### config.mk
export PLATFORM = sky130hd
export DESIGN_NAME = insn_stream_parser
export DESIGN_NICKNAME = d
export VERILOG_FILES = /design/src/rtl/insn_parse_pkg.sv /design/src/rtl/insn_len_class.sv /design/src/rtl/insn_fmt_class.sv /design/src/rtl/insn_byte_collect.sv /design/src/rtl/insn_field_split.sv /design/src/rtl/insn_stream_parser.sv
export SDC_FILE = /design/constraint.sdc
export NUM_CORES = 1
export LEC_CHECK = 0
export ABC_AREA = 1
export BUFFER_PORTS_ARGS = -buffer_cell sky130_fd_sc_hd__buf_2
export CAP_MARGIN = 20
export CORE_MARGIN = 2
export CORE_UTILIZATION = 46
export CTS_BUF_LIST = sky130_fd_sc_hd__clkbuf_4 sky130_fd_sc_hd__clkbuf_8
export CTS_CLUSTER_DIAMETER = 30
export DETAILED_ROUTE_END_ITERATION = 12
export PLACE_DENSITY = 0.72
export SYNTH_ARGS = -nofsm -noshare
export SYNTH_HDL_FRONTEND = slang
export SYNTH_HIERARCHICAL = 1
export SYNTH_SLANG_ARGS = --single-unit
### constraint.sdc
create_clock -name clk -period 2.3 [get_ports clk]
set_clock_uncertainty 0.2 [all_clocks]
set_input_delay 0.46 -clock clk [delete_from_list [all_inputs] [get_ports clk]]
set_output_delay 0.46 -clock clk [all_outputs]
set_load 0.05 [all_outputs]
### src/rtl/insn_parse_pkg.sv
package insn_parse_pkg;

    localparam int BYTE_W    = 8;
    localparam int MAX_BYTES = 6;
    localparam int CNT_W     = $clog2(MAX_BYTES + 1);
    localparam int NUM_PAIRS = 2;
    localparam int REG_W     = 4;
    localparam int DISP_W    = 12;
    localparam int LEN_W     = BYTE_W + 1;

    typedef enum logic [2:0] {
        FMT_RR  = 3'd0,
        FMT_RS  = 3'd1,
        FMT_RX  = 3'd2,
        FMT_SI  = 3'd3,
        FMT_SS1 = 3'd4,
        FMT_SS2 = 3'd5
    } fmt_e;

    typedef logic [MAX_BYTES-1:0][BYTE_W-1:0] insn_bytes_t;

    typedef struct packed {
        fmt_e              fmt;
        logic [BYTE_W-1:0] opcode;
        logic [REG_W-1:0]  r1;
        logic [REG_W-1:0]  r2;
        logic              r2_none;
        logic [BYTE_W-1:0] imm;
        logic [REG_W-1:0]  base1;
        logic              base1_none;
        logic [DISP_W-1:0] disp1;
        logic [REG_W-1:0]  base2;
        logic              base2_none;
        logic [DISP_W-1:0] disp2;
        logic [LEN_W-1:0]  len1;
        logic [LEN_W-1:0]  len2;
    } insn_rec_t;

endpackage

### src/rtl/insn_len_class.sv
module insn_len_class
    import insn_parse_pkg::*;
(
    input  logic [1:0]       op_top,
    output logic [CNT_W-1:0] nbytes
);
    always_comb begin
        case (op_top)
            2'b00:   nbytes = CNT_W'(2);
            2'b11:   nbytes = CNT_W'(6);
            default: nbytes = CNT_W'(4);
        endcase
    end
endmodule

### src/rtl/insn_fmt_class.sv
module insn_fmt_class
    import insn_parse_pkg::*;
(
    input  logic [3:0] op_hi,
    output fmt_e       fmt
);
    always_comb begin
        case (op_hi[3:2])
            2'b00: fmt = FMT_RR;
            2'b01: fmt = FMT_RX;
            2'b10: begin
                if (op_hi[1])      fmt = FMT_RX;
                else if (op_hi[0]) fmt = FMT_SI;
                else               fmt = FMT_RS;
            end
            default: fmt = (op_hi == 4'hF) ? FMT_SS2 : FMT_SS1;
        endcase
    end
endmodule

### src/rtl/insn_byte_collect.sv
module insn_byte_collect
    import insn_parse_pkg::*;
(
    input  logic              clk,
    input  logic              rst,
    input  logic              in_valid,
    output logic              in_ready,
    input  logic [BYTE_W-1:0] in_byte,
    output logic              rec_valid,
    input  logic              rec_ready,
    output insn_bytes_t       rec_bytes
);
    typedef struct packed {
        logic [CNT_W-1:0] cnt;
        logic             full;
        insn_bytes_t      bytes;
    } col_state_t;

    col_state_t        st_d, st_q;
    logic [BYTE_W-1:0] op_d;
    logic [CNT_W-1:0]  need_d;
    logic [CNT_W-1:0]  nxt_cnt_d;
    logic              take_d;

    assign op_d = (st_q.cnt == '0) ? in_byte : st_q.bytes[0];

    insn_len_class len_i (
        .op_top (op_d[7:6]),
        .nbytes (need_d)
    );

    always_comb begin
        st_d      = st_q;
        take_d    = in_valid && !st_q.full;
        nxt_cnt_d = st_q.cnt + CNT_W'(1);
        if (st_q.full && rec_ready) begin
            st_d.full = 1'b0;
        end
        if (take_d) begin
            if (st_q.cnt == '0) begin
                st_d.bytes = '0;
            end
            for (int i = 0; i < MAX_BYTES; i++) begin
                if (CNT_W'(i) == st_q.cnt) begin
                    st_d.bytes[i] = in_byte;
                end
            end
            if (nxt_cnt_d == need_d) begin
                st_d.full = 1'b1;
                st_d.cnt  = '0;
            end else begin
                st_d.cnt  = nxt_cnt_d;
            end
        end
    end

    always_ff @(posedge clk) begin
        if (rst) st_q <= '0;
        else     st_q <= st_d;
    end

    assign in_ready  = !st_q.full;
    assign rec_valid = st_q.full;
    assign rec_bytes = st_q.bytes;


    cnt_below_need_chk: assert property (@(posedge clk) disable iff (rst)
        st_q.cnt < need_d);


    pop_clears_chk: assert property (@(posedge clk) disable iff (rst)
        rec_valid && rec_ready |=> !rec_valid);


    done_restarts_chk: assert property (@(posedge clk) disable iff (rst)
        $rose(st_q.full) |-> st_q.cnt == '0);

endmodule

### src/rtl/insn_field_split.sv
module insn_field_split
    import insn_parse_pkg::*;
(
    input  insn_bytes_t b,
    output insn_rec_t   rec
);
    fmt_e             fmt;
    logic [REG_W-1:0]  pb [NUM_PAIRS];
    logic [DISP_W-1:0] pd [NUM_PAIRS];

    insn_fmt_class fmt_i (
        .op_hi (b[0][7:4]),
        .fmt   (fmt)
    );

    for (genvar p = 0; p < NUM_PAIRS; p++) begin : g_pair
        assign pb[p] = b[2 + 2*p][7:4];
        assign pd[p] = {b[2 + 2*p][3:0], b[3 + 2*p]};
    end

    always_comb begin
        rec        = '0;
        rec.fmt    = fmt;
        rec.opcode = b[0];
        if (fmt != FMT_RR) begin
            rec.base1      = pb[0];
            rec.base1_none = (pb[0] == '0);
            rec.disp1      = pd[0];
        end
        case (fmt)
            FMT_RR: begin
                rec.r1 = b[1][7:4];
                rec.r2 = b[1][3:0];
            end
            FMT_RS, FMT_RX: begin
                rec.r1      = b[1][7:4];
                rec.r2      = b[1][3:0];
                rec.r2_none = (b[1][3:0] == '0);
            end
            FMT_SI: begin
                rec.imm = b[1];
            end
            FMT_SS1, FMT_SS2: begin
                rec.base2      = pb[1];
                rec.base2_none = (pb[1] == '0);
                rec.disp2      = pd[1];
                if (fmt == FMT_SS1) begin
                    rec.len1 = LEN_W'(b[1]) + LEN_W'(1);
                end else begin
                    rec.len1 = LEN_W'(b[1][7:4]) + LEN_W'(1);
                    rec.len2 = LEN_W'(b[1][3:0]) + LEN_W'(1);
                end
            end
            default: ;
        endcase
    end
endmodule

### src/rtl/insn_stream_parser.sv
module insn_stream_parser
    import insn_parse_pkg::*;
(
    input  logic         clk,
    input  logic         rst,
    input  logic         in_valid,
    output logic         in_ready,
    input  logic [7:0]   in_byte,
    output logic         out_valid,
    input  logic         out_ready,
    output logic [2:0]   out_fmt,
    output logic [7:0]   out_opcode,
    output logic [3:0]   out_r1,
    output logic [3:0]   out_r2,
    output logic         out_r2_none,
    output logic [7:0]   out_imm,
    output logic [3:0]   out_base1,
    output logic         out_base1_none,
    output logic [11:0]  out_disp1,
    output logic [3:0]   out_base2,
    output logic         out_base2_none,
    output logic [11:0]  out_disp2,
    output logic [8:0]   out_len1,
    output logic [8:0]   out_len2
);
    insn_bytes_t held_bytes;
    insn_rec_t   rec;

    insn_byte_collect col_i (
        .clk       (clk),
        .rst       (rst),
        .in_valid  (in_valid),
        .in_ready  (in_ready),
        .in_byte   (in_byte),
        .rec_valid (out_valid),
        .rec_ready (out_ready),
        .rec_bytes (held_bytes)
    );

    insn_field_split split_i (
        .b   (held_bytes),
        .rec (rec)
    );

    assign out_fmt        = rec.fmt;
    assign out_opcode     = rec.opcode;
    assign out_r1         = rec.r1;
    assign out_r2         = rec.r2;
    assign out_r2_none    = rec.r2_none;
    assign out_imm        = rec.imm;
    assign out_base1      = rec.base1;
    assign out_base1_none = rec.base1_none;
    assign out_disp1      = rec.disp1;
    assign out_base2      = rec.base2;
    assign out_base2_none = rec.base2_none;
    assign out_disp2      = rec.disp2;
    assign out_len1       = rec.len1;
    assign out_len2       = rec.len2;


    hold_rec_chk: assert property (@(posedge clk) disable iff (rst)
        out_valid && !out_ready |=> out_valid && $stable(rec));


    stall_in_chk: assert property (@(posedge clk) disable iff (rst)
        out_valid && !out_ready |=> !in_ready);


    ss1_len_chk: assert property (@(posedge clk) disable iff (rst)
        out_valid && out_fmt == 3'd4 |-> out_len1 != 9'd0 && out_len2 == 9'd0);


    ss2_len_chk: assert property (@(posedge clk) disable iff (rst)
        out_valid && out_fmt == 3'd5 |->
        out_len1 >= 9'd1 && out_len1 <= 9'd16 && out_len2 >= 9'd1 && out_len2 <= 9'd16);


    rr_no_flag_chk: assert property (@(posedge clk) disable iff (rst)
        out_valid && out_fmt == 3'd0 |-> !out_r2_none && !out_base1_none && !out_base2_none);

endmodule

Word level (Yosys, flattened, before mapping)
Cells that the tools add are included.
{"block": "totals", "ff_bits": 52, "ramBits": 0, "rom_bits": 0, "latchBits": 0, "word_cells": 76, "n_memories": 0, "inputBits": 12, "output_inout_bits": 82}
{"block": "classes", "n_reduce_logical": 25, "n_div": 0, "eq_ne": 15, "mux": 24, "n_bitwise": 0, "mul": 0, "shifts": 0, "magnitude_cmp": 0, "addsub": 4}
{"op": "$mux 8", "n": 9}
{"op": "$mux 49", "n": 1}
{"op": "$mux 48", "n": 1}
{"op": "$mux 35", "n": 1}
{"op": "$mux 9", "n": 2}
{"op": "$mux 17", "n": 1}
{"op": "$logic_not 4->1", "n": 3}
{"op": "$reduce_and 2->1", "n": 6}
{"op": "$add 4x1->5 const B", "n": 2}
{"op": "$reduce_bool 2->1", "n": 5}
{"op": "$add 8x1->9 const B", "n": 1}
{"op": "$pmux 3 s3", "n": 1}
{"op": "$eq 2x3->1 const A", "n": 2}
{"op": "$eq 3x2->1 const B", "n": 2}
{"op": "$eq 3x3->1 const A", "n": 2}
{"op": "$eq 3x3->1 const B", "n": 2}
{"op": "$logic_not 3->1", "n": 2}
{"op": "$pmux 3 s2", "n": 1}
{"op": "$eq 2x2->1 const B", "n": 2}
{"op": "$eq 4x4->1 const B", "n": 1}
{"op": "$logic_not 2->1", "n": 2}
{"op": "$mux 1", "n": 4}
{"op": "$mux 2", "n": 2}
{"op": "$reduce_or 2->1", "n": 2}
{"op": "10 further kinds", "n": 11}

Logic depth before layout (Yosys ltp)
Gate-level depths: netlist of run 1.
{"block": "depth", "word_depth": 7, "mapped_depth": 16, "ltp_nobuf": 16}

Modules after synthesis
The synthesis of run 1 kept the hierarchy.
{"module": "insn_byte_collect", "cells_each": 320, "area_each_um2": 2386.0, "seq_area_each_um2": 1041.0, "n_inst": 1}
{"module": "insn_field_split", "cells_each": 175, "area_each_um2": 819.5, "seq_area_each_um2": 0.0, "n_inst": 1}
{"module": "insn_fmt_class", "cells_each": 15, "area_each_um2": 60.1, "seq_area_each_um2": 0.0, "n_inst": 1}
{"module": "insn_len_class", "cells_each": 7, "area_each_um2": 38.8, "seq_area_each_um2": 0.0, "n_inst": 1}

Least setup slack after synthesis of run 1
OpenSTA, ideal clock, no wires.
{"block": "synth_path", "path_kind": "reg2out", "startpoint": "reg col_i.st_q, in the netlist col_i/rec_bytes[7]", "endpoint": "out out_len1[2]", "path_buffers": 1, "arrival_time_ns": 2.616, "slack_ns": -0.976, "stages_incl_launch_ff": 9, "required_time_ns": 1.640, "path_cell_list": "dfxtp_1 -> buf_4 -> nand2_1 -> inv_2 -> nand2_1 -> nand2_1 -> nor2_4 -> nand2_2 -> o21ai_0"}
{"block": "synth_via", "elab_cells_between_ends": 11, "cone_classes": "eq/ne (5); mux (4); reduce/logical (2)"}
{"item": "start, declared", "line_no": "insn_byte_collect.sv:19", "source": "col_state_t st_d, st_q;"}
{"item": "start signal, assigned", "line_no": "insn_byte_collect.sv:59", "source": "else st_q <= st_d;"}
{"item": "$eq 2x2->1, or another cell as far along", "line_no": "insn_fmt_class.sv:8", "source": "case (op_hi[3:2])"}
{"item": "$pmux 3 s3 (*)", "line_no": "insn_fmt_class.sv:8"}
{"item": "named net out_fmt[2]", "line_no": "insn_stream_parser.sv:11", "source": "output logic [2:0] out_fmt,"}
{"item": "$eq 3x3->1 (on tied branches)", "line_no": "insn_field_split.sv:30, insn_field_split.sv:47"}
{"item": "$mux 9 or $reduce_or 2->1 (tied branches)", "line_no": "insn_field_split.sv:47, insn_field_split.sv:30"}
{"item": "$mux 35 (*)", "line_no": "insn_field_split.sv:30", "source": "case (fmt)"}
{"item": "end, declared", "line_no": "insn_stream_parser.sv:23", "source": "output logic [8:0] out_len1,"}
Mark *: on every way through the listed nets, which the timed path passes. The rest lies on a longest branch.

Final worst setup path of run 1
{"block": "layout_path", "startpoint": "reg col_i.st_q, in the netlist col_i/rec_bytes[6]", "endpoint": "out out_len1[1]"}
{"block": "layout_via", "elab_chain_len": 6, "elab_cells_between_ends": 11, "cone_classes": "eq/ne (5); mux (4); reduce/logical (2)"}
{"item": "$eq 4x4->1", "line_no": "insn_fmt_class.sv:16", "source": "default: fmt = (op_hi == 4'hF) ? FMT_SS2 : FMT_SS1;"}
{"item": "$mux 1", "line_no": "insn_fmt_class.sv:16"}
{"item": "$pmux 3 s3 (*)", "line_no": "insn_fmt_class.sv:8"}
{"item": "$eq 3x3->1 (on tied branches)", "line_no": "insn_field_split.sv:30, insn_field_split.sv:47"}
{"item": "$mux 9 or $reduce_or 2->1 (tied branches)", "line_no": "insn_field_split.sv:47, insn_field_split.sv:30"}
{"item": "$mux 35 (*)", "line_no": "insn_field_split.sv:30"}
Every way passes the cells marked *; elsewhere a longest branch is shown, timed or not.

==> flow_summary.yaml, run 1 <==
cts:
  clk_path_buf_depth: 2
  cts_sinks: 52
  clkTransAtPathRegs_ps: 90
  numCtsBuffers: 5
  cts_max_level: 2
  cts_root_buf: "clkbuf_8"
  insertion_delay_ps: 300
  tritoncts: "done"
layout:
  instances_no_fill: 670
  num-nets-final: 594
  mostFrequentLayoutCells: "nand2_1 (124), inv_1 (59), nor2_4 (57)"
  fin_area_sq_um: 4900
  fillCellCount: 532
  syn_to_final_growth_pct: 48.2
  antenna_cells: 0
  drive_gt1_share_pct: 41.1
  final_common_cell: "nand2_1"
  final_core_util_pct: 71.3
run:
  drv_cap: 0
timing:
  fin_crit_sh_pct: 107
  rsz0062_at_grt: "true"
  hold_violations: 0
  finalCriticalPeriod_ps: 2460
  worst_slack_ps: -165
  maxSlewViolCount: 0
  setup_viol: 49
  max_freq_mhz: 406
worst_setup_path:
  end_kind: "output port"
  start_kind: "register"
  critPathKind: "reg -> out"
  critPathMaxFanout: 7
  critPathRequiredTime_ps: 1640
  ff2ff_path_depth: 16
  crit_arrival_ps: 1800
floorplanning:
  io_pins: 94
  rows: 30
  design.core.area_sq_um: 6870
  die_w_microns: 88.8
  die_h_microns: 88.8
  start_util_pct: 48.1
  die_area_sq_um: 7880
place:
  place_area_sq_um: 3870
  place_inst: 648
  gp_congestion: 0.824
  port_buffers: 89
  dp_hpwl_microns: 5830
hold_path:
  timing.hold.worst_path_depth: 3
  hp-class: "in -> reg"
global_route:
  overflow: 0
  grt_usage_pct: 22.9
  grt_pass1_vias: 3053
  antenna_found_initial: 0
  grt_first_pass_wirelength_microns: 14100
  grt_start_max_net_pins: 25
synth:
  avgSynthCellArea_sq_um: 6.39
  synth_warnings: 6
  synth_cells: 517
  netlist_area_sq_um: 3300
  synth-seq-area-share_pct: 31.5
  synth_cell_types: 25
  yosys_register_bits: 52
pwr:
  p_seq_share_pct: 34.6
  switching_share_pct: 44.5
  combinationalPowerShare_pct: 48.1
  p_clk_share_pct: 17.4
  switching_power_mw: 1.31
  p_total_mw: 2.95
  internal_power_mw: 1.64
  power.density_nw_per_um2: 602
  p_leak_nw: 1.87
  peakVddDrop_mv: 0.470
status:
  violations: "setup timing"
  outcome: "complete, but fails checks"
drt:
  wl_per_cell_microns: 14.3
  drc: 0
  viasPerCell: 4.85
  postRouteAntennaNets: 0
  detail_route.first_pass.iterations: 4
  wirelength_microns: 9570
  route.vias.total: 3249
  drt_iter0_drc: 127
-- path summary, 6_finish.rpt --
check | from | endpoint | slack (ps)
setup / recovery | col_i/rec_bytes[6] | out_len1[1] | -160
hold / removal | out_ready | col_i/rec_valid | 220
setup reg to reg | col_i/st_q[50] | col_i/st_q[50] | 260
hold reg to reg | col_i/rec_bytes[28] | col_i/rec_bytes[28] | 270
-- metrics by stage --
stage / setup WS, ps / TNS, ps / hold WS (ps)
finish: -165 / -3910 / 219
global route: -231 / -7880 / 207
CTS: -151 / -3150 / 208
global placement: 56.3 / 0 / 248
floorplan: 9.09 / 0 / 241
detailed placement: 14.2 / 0 / 253
-- cell families (layout without fill, tap and decap cells) --
family                     after synthesis  in the layout  share of synthesized area, %
buffers and inverters                  139            192                          23.2
AOI/OAI and AO/OA                       58             58                          8.82
other                                    2              5                         0.227
and+or+nand+nor                        255            256                          32.3
DFF                                     52             52                          31.5
xor gates and xnor gates                 2              2                         0.530
adders and majority gates                9              9                          3.41
-- flip-flops by register name, summed over array words and instances (netlist names) --
name,flops
col_i/st_q,3
col_i/rec_valid,1
col_i/rec_bytes,48
-- routing by layer --
metal | vias up | part of all wire, % | track usage (%)
met1 | 1511 | 41 | 28.2
met5 | - | 0 | 0
met3 | 22 | 4.3 | 2.89
li1 | 1614 | - | -
met4 | 0 | 2.1 | 7.99
met2 | 102 | 52 | 40.8
-- what timing repair did --
action | in CTS | in global routing
resized for setup | 161 | 72
hold buffers | 0 | 0
pin swaps | 17 | 20
setup endpoints to repair | 65 | 68
cloned | 3 | 0
buffers inserted | 13 | 1
-- power by group through the flow --
stage	logic, mW	clock network, mW	registers (mW)
6_report	1.42	0.512	1.02
5_1_grt	1.51	0.557	1.03
4_1_cts	1.43	0.524	1.02
3_5_place_dp	1.11	0	1.03
3_3_place_gp	1.10	0	1.03
2_1_floorplan	0.996	0	1.02
-- Yosys cell counts (all sizes together) --
cell type	instances	area share (%)
nand2	140	16
nor2	96	12
inv	71	8.1
buf	62	14
dfxtp	52	32
a21oi	42	6.4
o21ai	15	2.3
nand3	11	2.0
ha	9	3.4
clkbuf	6	0.98
conb	2	0.23
nand3b	2	0.45
nand4	2	0.38
nor3	2	0.30
or2	2	0.38
o22ai	1	0.19
xnor2	1	0.27
xor2	1	0.27
-- critical path: stages (launching register included) --
cell     delay [ps]
dfxtp_4         370
nand2_4          90
inv_8            70
nand2_4          90
nand2_8          60
nor2_4          150
buf_6           140
nand2_8          60
buf_8           140
o21ai_4         140
buf_6           180
-- area by class of cell --
cell class | count | area [sq um] | area share, %
sequential | 52 | 1060 | 21.6
multi-input combinational | 330 | 2160 | 44.2
clock inverter | 3 | 18.8 | 0.383
timing repair buffer | 113 | 1170 | 23.8
tap | 96 | 120 | 2.45
clock buffer | 5 | 68.8 | 1.41
inverter | 71 | 300 | 6.13
(Power assumes the default switching activity.)
==> inputs of run 2 (changes only) <==
--- a/config.mk
+++ b/config.mk
@@ -5,7 +5,6 @@
 export SDC_FILE = /design/constraint.sdc
 export NUM_CORES = 1
 export LEC_CHECK = 0
-export ABC_AREA = 1
 export BUFFER_PORTS_ARGS = -buffer_cell sky130_fd_sc_hd__buf_2
 export CAP_MARGIN = 20
 export CORE_MARGIN = 2
@@ -13,7 +12,7 @@
 export CTS_BUF_LIST = sky130_fd_sc_hd__clkbuf_4 sky130_fd_sc_hd__clkbuf_8
 export CTS_CLUSTER_DIAMETER = 30
 export DETAILED_ROUTE_END_ITERATION = 12
-export PLACE_DENSITY = 0.72
+export PLACE_DENSITY = 0.71
 export SYNTH_ARGS = -nofsm -noshare
 export SYNTH_HDL_FRONTEND = slang
 export SYNTH_HIERARCHICAL = 1
==> constraint.sdc (replaced) <==
create_clock -name clk -period 2.6 [get_ports clk]
set_clock_uncertainty 0.2 [all_clocks]
set_input_delay 0.52 -clock clk [delete_from_list [all_inputs] [get_ports clk]]
set_output_delay 0.52 -clock clk [all_outputs]
set_load 0.05 [all_outputs]
==> run 2 against run 1 <==
The flow now finishes without violations. Combinational power shrank 28%. Worst setup slack gained 180 ps. Sequential share of layout area grew 2.5 points. Clock power shrank 8.2%. Cell area shrank 10%. Largest cell class unchanged. Wire length shrank 3.3%. Cell count shrank 12%. Core utilization shrank 11 points.
==> flow_summary.yaml, run 2 <==
worst_setup_path:
  critPathKind: "reg -> out"
  critPathRequiredTime_ps: 1880
  start_kind: "register"
  reg2reg_to: "col_i/st_q[50]"
  r2r-start: "col_i/st_q[50]"
  critPathCapture: "out_len1[3]"
  critPathLaunch: "col_i/rec_bytes[7]"
  crit_arrival_ps: 1860
  critPathMaxFanout: 5
  rrSetupSlack_ps: 170
  end_kind: "output port"
  ff2ff_path_depth: 10
place:
  gp_congestion: 0.890
  port_buffers: 89
  dp_hpwl_microns: 6160
  place_area_sq_um: 3820
floorplanning:
  die_h_microns: 91.1
  io_pins: 94
  die_w_microns: 91.1
  rows: 31
  design.core.area_sq_um: 7290
  die_area_sq_um: 8290
  start_util_pct: 47.8
cts:
  clk_path_buf_depth: 2
  cts_hold_buf: 0
  numCtsBuffers: 5
  tritoncts: "done"
  cts_sinks: 52
  insertion_delay_ps: 300
  cts_root_buf: "clkbuf_8"
  clkTransAtPathRegs_ps: 90
  cts_max_level: 2
timing:
  fin_crit_sh_pct: 99.4
  rsz0062_at_grt: "true"
  setup_tns_ps: 0
  slew_headroom_pct: 60.8
  whs_ps: 257
  hold_violations: 0
  tightest_slew_ps: 587
  setup_viol: 0
  finalCriticalPeriod_ps: 2580
  maxSlewViolCount: 0
  max_freq_mhz: 387
global_route:
  grt_start_max_net_pins: 41
  grt_usage_pct: 21.3
  antenna_found_initial: 0
  grt_pass1_vias: 2916
  overflow: 0
  grt_first_pass_wirelength_microns: 14500
run:
  drv_cap: 0
drt:
  viasPerCell: 5.31
  drt_iter0_drc: 231
  postRouteAntennaNets: 0
  route.vias.total: 3127
  wl_per_cell_microns: 15.7
  detail_route.first_pass.iterations: 5
  wirelength_microns: 9260
  drc: 0
layout:
  drive_gt1_share_pct: 41.4
  num-nets-final: 510
  largest_reg_flops: 48
  antenna_cells: 0
  mostFrequentLayoutCells: "nand2_1 (60), a21oi_1 (51), dfxtp_1 (44)"
  final_core_util_pct: 60.2
  final_common_cell: "nand2_1"
  fin_area_sq_um: 4390
  fillCellCount: 638
  syn_to_final_growth_pct: 25.9
synth:
  synth_warnings: 6
  synth_cell_types: 49
  synth_cells: 453
  synth-edff-count: 0
  yosys_register_bits: 52
  yosysMostFrequentCell: "buf_4"
  async_reset_ff_share_pct: 0
  yosys.area.top_type: "dfxtp_1"
  netlist_area_sq_um: 3490
  synthTopCellsByArea: "dfxtp_1 (30%), buf_4 (14%), a21oi_1 (7.8%)"
  synth_top_area_share_pct: 29.9
  avgSynthCellArea_sq_um: 7.70
  synthTopCellsByCount: "buf_4 (63), nand2_1 (61), a21oi_1 (54)"
  synth-seq-area-share_pct: 29.9
  synth_ff_type: "dfxtp_1"
hold_path:
  hp-class: "reg -> reg"
  hold_start: "col_i/rec_bytes[1]"
pwr:
  p_leak_nw: 1.78
  power.density_nw_per_um2: 545
  peakVddDrop_mv: 0.229
status:
  outcome: "finished, final reports clean"
-- run 2: cell count changes after synthesis, moves of 17 or more --
cell,delta
nor2b_1,+17
and2_1,+29
nand2_1,-73
nand3_1,+35
inv_1,-52
nor2_1,-74
-- run 2: area by class of cell --
class	count	area, sq um	share of cell area, %
clock buffers	6	82.6	1.88
clock inverters	2	10.0	0.228
inverters	13	48.8	1.11
multi-input cells	300	2110	48.2
flip-flops and latches	52	1060	24.1
well taps	99	124	2.82
repair buffers	117	953	21.7
-- run 2: power by group --
group	leakage [nW]	switching, mW	internal, mW
registers	0.425	0.0536	0.843
logic	1.30	0.650	0.373
clock network	0.0510	0.257	0.213
total	1.78	0.961	1.43
-- run 2: timing repair --
| item | CTS | global route |
|---|---|---|
| cloned | 2 | 1 |
| resized for setup | 61 | 59 |
| pin swaps | 2 | 3 |
| setup buffers | 8 | 2 |
| setup endpoints to repair | 62 | 52 |
-- run 2: how the worst min path moves through the flow --
stage / endpoint / slack, ps / cells after the start
2_1_floorplan: col_i/rec_bytes[32] / 230 / 2
6_report: col_i/rec_bytes[1] / 260 / 2
4_1_cts: col_i/rec_bytes[1] / 260 / 2
3_3_place_gp: col_i/rec_bytes[33] / 240 / 2
5_1_grt: col_i/rec_bytes[43] / 290 / 2
3_5_place_dp: col_i/rec_bytes[1] / 250 / 2
-- run 2: metrics by stage --
stage	setup slack, ps	power [mW]	std cells
after floorplan	-45.9	1.70	456
after global placement	151	1.75	568
after detailed placement	103	1.76	568
after CTS	6.31	2.32	586
after global routing	-37.0	2.52	589
final	16.3	2.39	589
-- run 2: layer usage --
metal | vias up | routed length (microns) | GRT usage [%] | part of all wire [%]
met5 | - | 0 | 0 | 0
met4 | 0 | 155 | 6.69 | 1.7
met3 | 10 | 379 | 2.90 | 4.1
met2 | 110 | 4800 | 37.2 | 52
met1 | 1499 | 3920 | 27.2 | 42
li1 | 1508 | - | - | -
-- run 2: critical path, stage by stage, from the launching register on --
cell      delay, ps
dfxtp_4         360
buf_4           150
nand2b_4         70
o21ai_4          70
nand2b_4        150
or4b_4          520
nand3_4         100
buf_8           150
-- run 2: cell families after synthesis --
| kind of cell | after synthesis | synth area share, % |
|---|---|---|
| adder cells (fa/ha/maj) | 9 | 3.23 |
| AND/OR/NAND/NOR | 206 | 32.8 |
| buffers and inverters | 105 | 20.1 |
| AO/OA/AOI/OAI | 65 | 10.1 |
| flip-flops | 52 | 29.9 |
| multiplexers | 4 | 1.22 |
| XOR/XNOR | 10 | 2.51 |
| other | 2 | 0.215 |
